===== config.mk =====
export PLATFORM = sky130hd
export DESIGN_NAME = memdep_tracker
export DESIGN_NICKNAME = d
export VERILOG_FILES = /design/src/rtl/memdep_pkg.sv /design/src/rtl/memdep_ctrl.sv /design/src/rtl/memdep_table.sv /design/src/rtl/memdep_tracker.sv
export SDC_FILE = /design/constraint.sdc
export NUM_CORES = 2
export LEC_CHECK = 0
export ABC_AREA = 1
export BUFFER_PORTS_ARGS = -buffer_cell sky130_fd_sc_hd__buf_4
export CAP_MARGIN = 0
export CORE_MARGIN = 4
export CORE_UTILIZATION = 46
export DETAILED_ROUTE_END_ITERATION = 8
export PLACE_DENSITY = 0.67
export SYNTH_ARGS = -nofsm -noshare
export SYNTH_HDL_FRONTEND = slang
export SYNTH_HIERARCHICAL = 1
export SYNTH_SLANG_ARGS = --single-unit

===== constraint.sdc =====
create_clock -name clk -period 22.9 [get_ports clk]
set_input_delay 1.145 -clock clk [delete_from_list [all_inputs] [get_ports clk]]
set_output_delay 1.145 -clock clk [all_outputs]
set_load 0.02 [all_outputs]

===== src/rtl/memdep_pkg.sv =====
package memdep_pkg;

  typedef enum logic [1:0] {
    KIND_LOAD    = 2'd0,
    KIND_STORE   = 2'd1,
    KIND_FULLBAR = 2'd2,
    KIND_WRBAR   = 2'd3
  } opKind_t;

  typedef enum logic [2:0] {
    CMD_INSERT  = 3'd0,
    CMD_REGS    = 3'd1,
    CMD_DONE    = 3'd2,
    CMD_SQUASH  = 3'd3,
    CMD_RESCHED = 3'd4,
    CMD_REPLAY  = 3'd5
  } cmdOp_t;

  typedef struct packed {
    logic doInsert;
    logic insDepends;
    logic doNote;
    logic doDone;
    logic doWake;
    logic doSquash;
    logic doResched;
    logic doReplay;
  } strobe_t;

endpackage


===== src/rtl/memdep_ctrl.sv =====
module memdep_ctrl
  import memdep_pkg::*;
#(
  parameter int SEQ_W = 16
) (
  input  logic             clk,
  input  logic             rst_n,
  input  logic             cmdValid,
  input  logic [2:0]       cmdOp,
  input  logic [1:0]       cmdKind,
  input  logic [SEQ_W-1:0] cmdSeq,
  input  logic [SEQ_W-1:0] cmdPred,
  input  logic             full,
  input  logic             prodHit,
  input  logic             cmdHit,
  input  opKind_t          cmdHitKind,
  output strobe_t          stb,
  output logic [SEQ_W-1:0] depSeq,
  output logic             ldBarOn,
  output logic             stBarOn
);

  logic [SEQ_W-1:0] ldBarSeq;
  logic [SEQ_W-1:0] stBarSeq;
  opKind_t          insKind;
  cmdOp_t           op;
  logic             isIns;
  logic             insIsMem;

  assign insKind  = opKind_t'(cmdKind);
  assign op       = cmdOp_t'(cmdOp);
  assign isIns    = cmdValid && (op == CMD_INSERT) && !full;
  assign insIsMem = (insKind == KIND_LOAD) || (insKind == KIND_STORE);

  always_comb begin
    if (insKind == KIND_LOAD && ldBarOn)       depSeq = ldBarSeq;
    else if (insKind == KIND_STORE && stBarOn) depSeq = stBarSeq;
    else                                       depSeq = cmdPred;
  end

  always_comb begin
    stb            = '0;
    stb.doInsert   = isIns;
    stb.insDepends = insIsMem && (depSeq != '0) && prodHit;
    stb.doNote     = cmdValid && (op == CMD_REGS);
    stb.doDone     = cmdValid && (op == CMD_DONE) && cmdHit;
    stb.doWake     = stb.doDone && (cmdHitKind != KIND_LOAD);
    stb.doSquash   = cmdValid && (op == CMD_SQUASH);
    stb.doResched  = cmdValid && (op == CMD_RESCHED);
    stb.doReplay   = cmdValid && (op == CMD_REPLAY);
  end

  always_ff @(posedge clk or negedge rst_n) begin
    if (!rst_n) begin
      ldBarOn  <= 1'b0;
      stBarOn  <= 1'b0;
      ldBarSeq <= '0;
      stBarSeq <= '0;
    end else begin
      if (isIns && insKind == KIND_FULLBAR) begin
        ldBarOn  <= 1'b1;
        ldBarSeq <= cmdSeq;
        stBarOn  <= 1'b1;
        stBarSeq <= cmdSeq;
      end else if (isIns && insKind == KIND_WRBAR) begin
        stBarOn  <= 1'b1;
        stBarSeq <= cmdSeq;
      end
      if (stb.doDone && cmdHitKind == KIND_FULLBAR) begin
        if (ldBarSeq == cmdSeq) ldBarOn <= 1'b0;
        if (stBarSeq == cmdSeq) stBarOn <= 1'b0;
      end else if (stb.doDone && cmdHitKind == KIND_WRBAR) begin
        if (stBarSeq == cmdSeq) stBarOn <= 1'b0;
      end
    end
  end

endmodule


===== src/rtl/memdep_table.sv =====
module memdep_table
  import memdep_pkg::*;
#(
  parameter int ENTRIES = 16,
  parameter int SEQ_W   = 16
) (
  input  logic             clk,
  input  logic             rst_n,
  input  strobe_t          stb,
  input  logic [SEQ_W-1:0] cmdSeq,
  input  logic [1:0]       cmdKind,
  input  logic             cmdRegsReady,
  input  logic [SEQ_W-1:0] depSeq,
  input  logic             outReady,
  output logic             prodHit,
  output logic             cmdHit,
  output opKind_t          cmdHitKind,
  output logic             full,
  output logic             outValid,
  output logic [SEQ_W-1:0] outSeq
);

  localparam int IDX_W = (ENTRIES > 1) ? $clog2(ENTRIES) : 1;

  logic [ENTRIES-1:0] vld, pend, inRep, memRdy, regRdy;
  logic [SEQ_W-1:0]   seqArr [ENTRIES];
  logic [SEQ_W-1:0]   depArr [ENTRIES];
  opKind_t            kindArr[ENTRIES];

  logic [ENTRIES-1:0] hitCmd, hitProd, hitWake, hitSquash, memKind;
  logic [IDX_W-1:0]   freeIdx, popIdx;
  logic               pop;
  opKind_t            newKind;
  logic               newIsMem;

  assign newKind  = opKind_t'(cmdKind);
  assign newIsMem = (newKind == KIND_LOAD) || (newKind == KIND_STORE);

  for (genvar g = 0; g < ENTRIES; g++) begin : gMatch
    assign hitCmd[g]    = vld[g] && (seqArr[g] == cmdSeq);
    assign hitProd[g]   = vld[g] && (seqArr[g] == depSeq);
    assign hitWake[g]   = vld[g] && !memRdy[g] && (depArr[g] == cmdSeq);
    assign hitSquash[g] = vld[g] && (seqArr[g] > cmdSeq);
    assign memKind[g]   = (kindArr[g] == KIND_LOAD) || (kindArr[g] == KIND_STORE);
  end

  assign full    = &vld;
  assign prodHit = |hitProd;
  assign cmdHit  = |hitCmd;
  assign pop     = outValid && outReady;

  always_comb begin
    freeIdx    = '0;
    cmdHitKind = KIND_LOAD;
    for (int i = ENTRIES - 1; i >= 0; i--) begin
      if (!vld[i]) freeIdx = IDX_W'(i);
      if (hitCmd[i]) cmdHitKind = kindArr[i];
    end
  end

  always_comb begin
    outValid = 1'b0;
    outSeq   = '0;
    popIdx   = '0;
    for (int i = 0; i < ENTRIES; i++) begin
      if (vld[i] && pend[i] && (!outValid || seqArr[i] < outSeq)) begin
        outValid = 1'b1;
        outSeq   = seqArr[i];
        popIdx   = IDX_W'(i);
      end
    end
  end

  always_ff @(posedge clk or negedge rst_n) begin
    if (!rst_n) begin
      vld    <= '0;
      pend   <= '0;
      inRep  <= '0;
      memRdy <= '0;
      regRdy <= '0;
      for (int i = 0; i < ENTRIES; i++) begin
        seqArr[i]  <= '0;
        depArr[i]  <= '0;
        kindArr[i] <= KIND_LOAD;
      end
    end else begin
      for (int i = 0; i < ENTRIES; i++) begin
        if (pop && popIdx == IDX_W'(i)) pend[i] <= 1'b0;
        if (stb.doInsert && freeIdx == IDX_W'(i)) begin
          vld[i]     <= 1'b1;
          kindArr[i] <= newKind;
          seqArr[i]  <= cmdSeq;
          depArr[i]  <= depSeq;
          regRdy[i]  <= cmdRegsReady;
          memRdy[i]  <= !stb.insDepends;
          pend[i]    <= newIsMem && !stb.insDepends && cmdRegsReady;
          inRep[i]   <= 1'b0;
        end
        if (stb.doNote && hitCmd[i] && memKind[i] && !regRdy[i]) begin
          regRdy[i] <= 1'b1;
          if (memRdy[i]) pend[i] <= 1'b1;
        end
        if (stb.doWake && hitWake[i]) begin
          memRdy[i] <= 1'b1;
          if (regRdy[i]) pend[i] <= 1'b1;
        end
        if (stb.doResched && hitCmd[i] && memKind[i]) inRep[i] <= 1'b1;
        if (stb.doReplay && inRep[i]) begin
          pend[i]  <= 1'b1;
          inRep[i] <= 1'b0;
        end
        if ((stb.doDone && hitCmd[i]) || (stb.doSquash && hitSquash[i])) begin
          vld[i]   <= 1'b0;
          pend[i]  <= 1'b0;
          inRep[i] <= 1'b0;
        end
      end
    end
  end

endmodule


===== src/rtl/memdep_tracker.sv =====
module memdep_tracker
  import memdep_pkg::*;
#(
  parameter int ENTRIES = 16,
  parameter int SEQ_W   = 16
) (
  input  logic             clk,
  input  logic             rst_n,
  input  logic             cmdValid,
  input  logic [2:0]       cmdOp,
  input  logic [SEQ_W-1:0] cmdSeq,
  input  logic [1:0]       cmdKind,
  input  logic [SEQ_W-1:0] cmdPred,
  input  logic             cmdRegsReady,
  output logic             full,
  output logic             outValid,
  output logic [SEQ_W-1:0] outSeq,
  input  logic             outReady
);

  strobe_t          stb;
  logic [SEQ_W-1:0] depSeq;
  logic             prodHit, cmdHit, ldBarOn, stBarOn;
  opKind_t          cmdHitKind;

  memdep_ctrl #(.SEQ_W(SEQ_W)) u_ctrl (
    .clk(clk), .rst_n(rst_n), .cmdValid(cmdValid), .cmdOp(cmdOp),
    .cmdKind(cmdKind), .cmdSeq(cmdSeq), .cmdPred(cmdPred), .full(full),
    .prodHit(prodHit), .cmdHit(cmdHit), .cmdHitKind(cmdHitKind),
    .stb(stb), .depSeq(depSeq), .ldBarOn(ldBarOn), .stBarOn(stBarOn)
  );

  memdep_table #(.ENTRIES(ENTRIES), .SEQ_W(SEQ_W)) u_table (
    .clk(clk), .rst_n(rst_n), .stb(stb), .cmdSeq(cmdSeq), .cmdKind(cmdKind),
    .cmdRegsReady(cmdRegsReady), .depSeq(depSeq), .outReady(outReady),
    .prodHit(prodHit), .cmdHit(cmdHit), .cmdHitKind(cmdHitKind),
    .full(full), .outValid(outValid), .outSeq(outSeq)
  );

endmodule


==> results_dict.tcl <==
set metrics [dict create \
    ios 60 \
    finalInstanceArea_um2 57700 \
    wirelength_um 194000 \
    cp_max_fo 8 \
    core_um2 100000 \
    cpPeakStageDelay_ps 360 \
    skew_ps 39.6 \
    finalNonFillerCells 7841 \
    dp_hpwl_um 130000 \
    synthFlopType "dfrtp_1" \
    power.density_nw_per_um2 156 \
    grt_first_pass_wirelength_um 281000 \
    synthSimpleGateAreaFrac_pct 22.7 \
    cts_buffer_depth 3 \
    multi_input_area_um2 29900 \
    synth_fp_nets 6581 \
    hold_class "input port to async pin" \
    post-place-cells 7609 \
    grt_pass1_vias 43800 \
    yosysTopAreaCell "dfrtp_1" \
    use_met1_pct 46.5 \
    synth_top_family_by_area "simple AND/OR/NAND/NOR gates" \
    met2_usage_pct 52.0 \
    drc 0 \
    first_pass_iters 9 \
    cp.required_ps 21760 \
    worst_slew_pin_slew_ps 1070 \
    rsz0062_at_grt "true" \
    clock_sinks 658 \
    syn2layout_area_growth_pct 24.2 \
    die_w_um 326 \
    drtIter0Drc 5884 \
    ys_seq_area_share_pct 35.5 \
    final_max_slew_viol_count 0 \
    relSlewSlack_pct 28.7 \
    syn_area_per_cell_um2 7.65 \
    syn_inst 6073 \
    final.fill_count 8924 \
    hold_buffers 0 \
    ir_drop_uv 125 \
    finalSetupViolCount 20 \
    cp-end-kind "output pin" \
    p_sw_w 0.00409 \
    yosys_warnings 6 \
    port_buffers 59 \
    initial_utilization_pct 46.4 \
    synth_top_area_share_pct 35.5 \
    grt_max_degree 165 \
    synthAdderAreaFrac_pct 12.6 \
    cts_tree "built" \
    synthArstFlopShare_pct 100 \
    arrival_ps 23070 \
    synth.distinct_cells 61 \
    num_rows 116 \
    synth_xor_area_share_pct 5.11 \
    drtAntennaViolNets 0 \
    finalWeightedCongestion 1.05 \
    layout_min_cycle_time_ps 24220 \
    cp_slowest_cell "dfrtp_1" \
    synth_seq_cells 658 \
    drive_above_1_share_pct 20.1 \
    vias 47800 \
    ys_top_cells_by_area "dfrtp_1 (35%), nand2_1 (13%), ha_1 (13%)" \
    clock-root-buffer "clkbuf_16" \
    dieArea_um2 106000 \
    hold_viol 0 \
    placed_area_um2 51400 \
    grt.overflow.total 0 \
    dieHeight_um 326 \
    top_usage_layer "met2" \
    grtUsageMet3_pct 7.33 \
    htreeDepth 3 \
    p_comb_share_pct 65.5 \
    p_leak_nw 27.8 \
    maxClockFrequency_mhz 41.3 \
    status "complete, but fails checks" \
    synth_area_um2 46400 \
    intPower_w 0.00493 \
    synth-compound-area-share_pct 18.0 \
    worst_slack_ps -1320 \
    swShare_pct 45.3 \
    clk_latency_ps 680 \
    path_common_cell "nand2_1" \
    seq_area_um2 16500 \
    cp-start-kind "flip-flop" \
    wire_per_inst_um 24.7 \
    violations "negative setup slack" \
    fin_crit_sh_pct 106 \
    drt-vias-per-instance 6.10 \
    worstSetupPathType "flip-flop to output pin" \
    clkSlewWorstSetupHoldPaths_ps 60 \
    muxShareOfSynthArea_pct 0 \
    grtUsageTotal_pct 34.7 \
    hold_ws_ps 476 \
    synth_edf_count 0 \
    nNetsFinal 6986 \
    numCtsBuffers 78 \
    worstRegToRegCells 174 \
    antenna_found_initial 6 \
    cap_violations 0 \
    place_ws_ps -2610 \
    seq_power_share_pct 19.6 \
    power_frac_clock_pct 14.9 \
]
## layer usage
layer  up-vias  part of all wire, %
li1      21700                    -
met1     22500                   39
met2      2883                   42
met3       745                   11
met4         2                  7.1
met5         -                0.013
## timing repair
item | CTS | global route
pin swaps | 23 | 154
setup buffers | 15 | 48
setup endpoints to repair | 32 | 32
resized for setup | 179 | 463
gates cloned | 12 | 18
## critical path, delay by kind of cell (launching register included)
family / cells / cell delay [ps]
buf+inv: 26 / 3410
fa+ha+maj: 15 / 4000
simple gates: 89 / 7780
compound gates: 44 / 6760
flops: 1 / 360
## cell type report
cell class              instances  area share [%]
flip-flops and latches        658            28.5
clock buffers                 101            3.74
multi-input cells            4696            51.9
inverters                     407            2.67
well taps                    1298            2.82
repair buffers                636            9.33
repair inverters                1          0.0108
diodes                          4          0.0174
clock inverters                40            1.02
## cell usage in the layout, fill, tap and decap left out, drive strengths merged, types with 13 or more instances in the layout
cell type	instances
nor4	64
o22ai	66
a211oi	36
inv	402
nand4	122
a21oi	249
ha	466
o2111ai	18
dfrtp	658
o21ai	929
a31oi	13
nor3	61
a221oi	42
a22oi	17
xor2	143
o21a	13
buf	625
clkinv	31
a2111oi	13
xnor2	128
or2	63
nand2	1624
nand3	207
nor3b	32
o211ai	26
o21bai	22
clkbuf	112
nor2	259
## power groups by stage
| stage | Combinational [W] | Clock [W] | Sequential [W] |
|---|---|---|---|
| floorplan | 0.00266 | 0 | 0.00164 |
| global placement | 0.00465 | 0 | 0.00174 |
| detailed placement | 0.00473 | 0 | 0.00174 |
| CTS | 0.00496 | 0.00136 | 0.00173 |
| global route | 0.00643 | 0.00141 | 0.00179 |
| finish | 0.00591 | 0.00134 | 0.00177 |
## final timing paths
| path | startpoint | end | slack, ps |
|---|---|---|---|
| max in group asynchronous | rst_n | u_table/seqArr[88] | 19490 |
| min reg2reg | u_table/kindArr[28] | u_table/kindArr[28] | 480 |
| min in group clk | u_table/kindArr[28] | u_table/kindArr[28] | 480 |
| min | rst_n | u_ctrl/ldBarOn | 480 |
| max | u_table/vld[0] | outSeq[15] | -1320 |
| max reg2reg | u_table/vld[0] | u_table/pend[9] | -70 |
## cell families (layout without fill, tap and decap cells)
family,count (synthesis),count (layout)
buffers and inverters,731,1185
AOI/OAI and AO/OA,1497,1497
other,0,4
DFF,658,658
adders and majority gates,466,466
xor gates and xnor gates,271,271
and+or+nand+nor,2450,2462
## metrics by stage
| step | utilization (%) | power, W | TNS, ps |
|---|---|---|---|
| after floorplan | - | 0.00430 | -4500 |
| after global placement | 51.3 | 0.00639 | -53620 |
| after detailed placement | 51.3 | 0.00647 | -70780 |
| after CTS | 54.8 | 0.00805 | -13460 |
| after global routing | 57.6 | 0.00963 | -58220 |
| final | 57.6 | 0.00903 | -20360 |
## cell usage after synthesis (10+ instances only)
library cell and n:
nand2_1 1575, o21ai_0 880, dfrtp_1 658, ha_1 466, inv_1 376, nor2_1 257
clkbuf_1 255, a21oi_1 249, nand3_1 205, xor2_1 143, xnor2_1 128, nand4_1 122
o22ai_1 66, nor4_1 64, nor3_1 61, or2_2 58, o21ai_1 49, a221oi_1 42
a211oi_1 36, nand2_2 32, nor3b_1 32, buf_1 29, o211ai_1 26, buf_2 23
o21bai_1 22, o2111ai_1 18, a22oi_1 17, clkinv_1 16, inv_2 14, a2111oi_0 13
a31oi_1 13, o21a_1 13, o221ai_1 11, or4_1 11, a22o_1 10, buf_6 10
## flip-flops by register name (all words and copies together) (netlist names)
name             count
u_ctrl/ldBarSeq     16
u_table/vld         16
u_ctrl/stBarSeq     16
u_table/seqArr     256
u_table/regRdy      16
u_ctrl/ldBarOn       1
u_table/depArr     256
u_ctrl/stBarOn       1
u_table/pend        16
u_table/memRdy      16
u_table/kindArr     32
u_table/inRep       16
No activity file was read; power rests on OpenSTA's default activity.
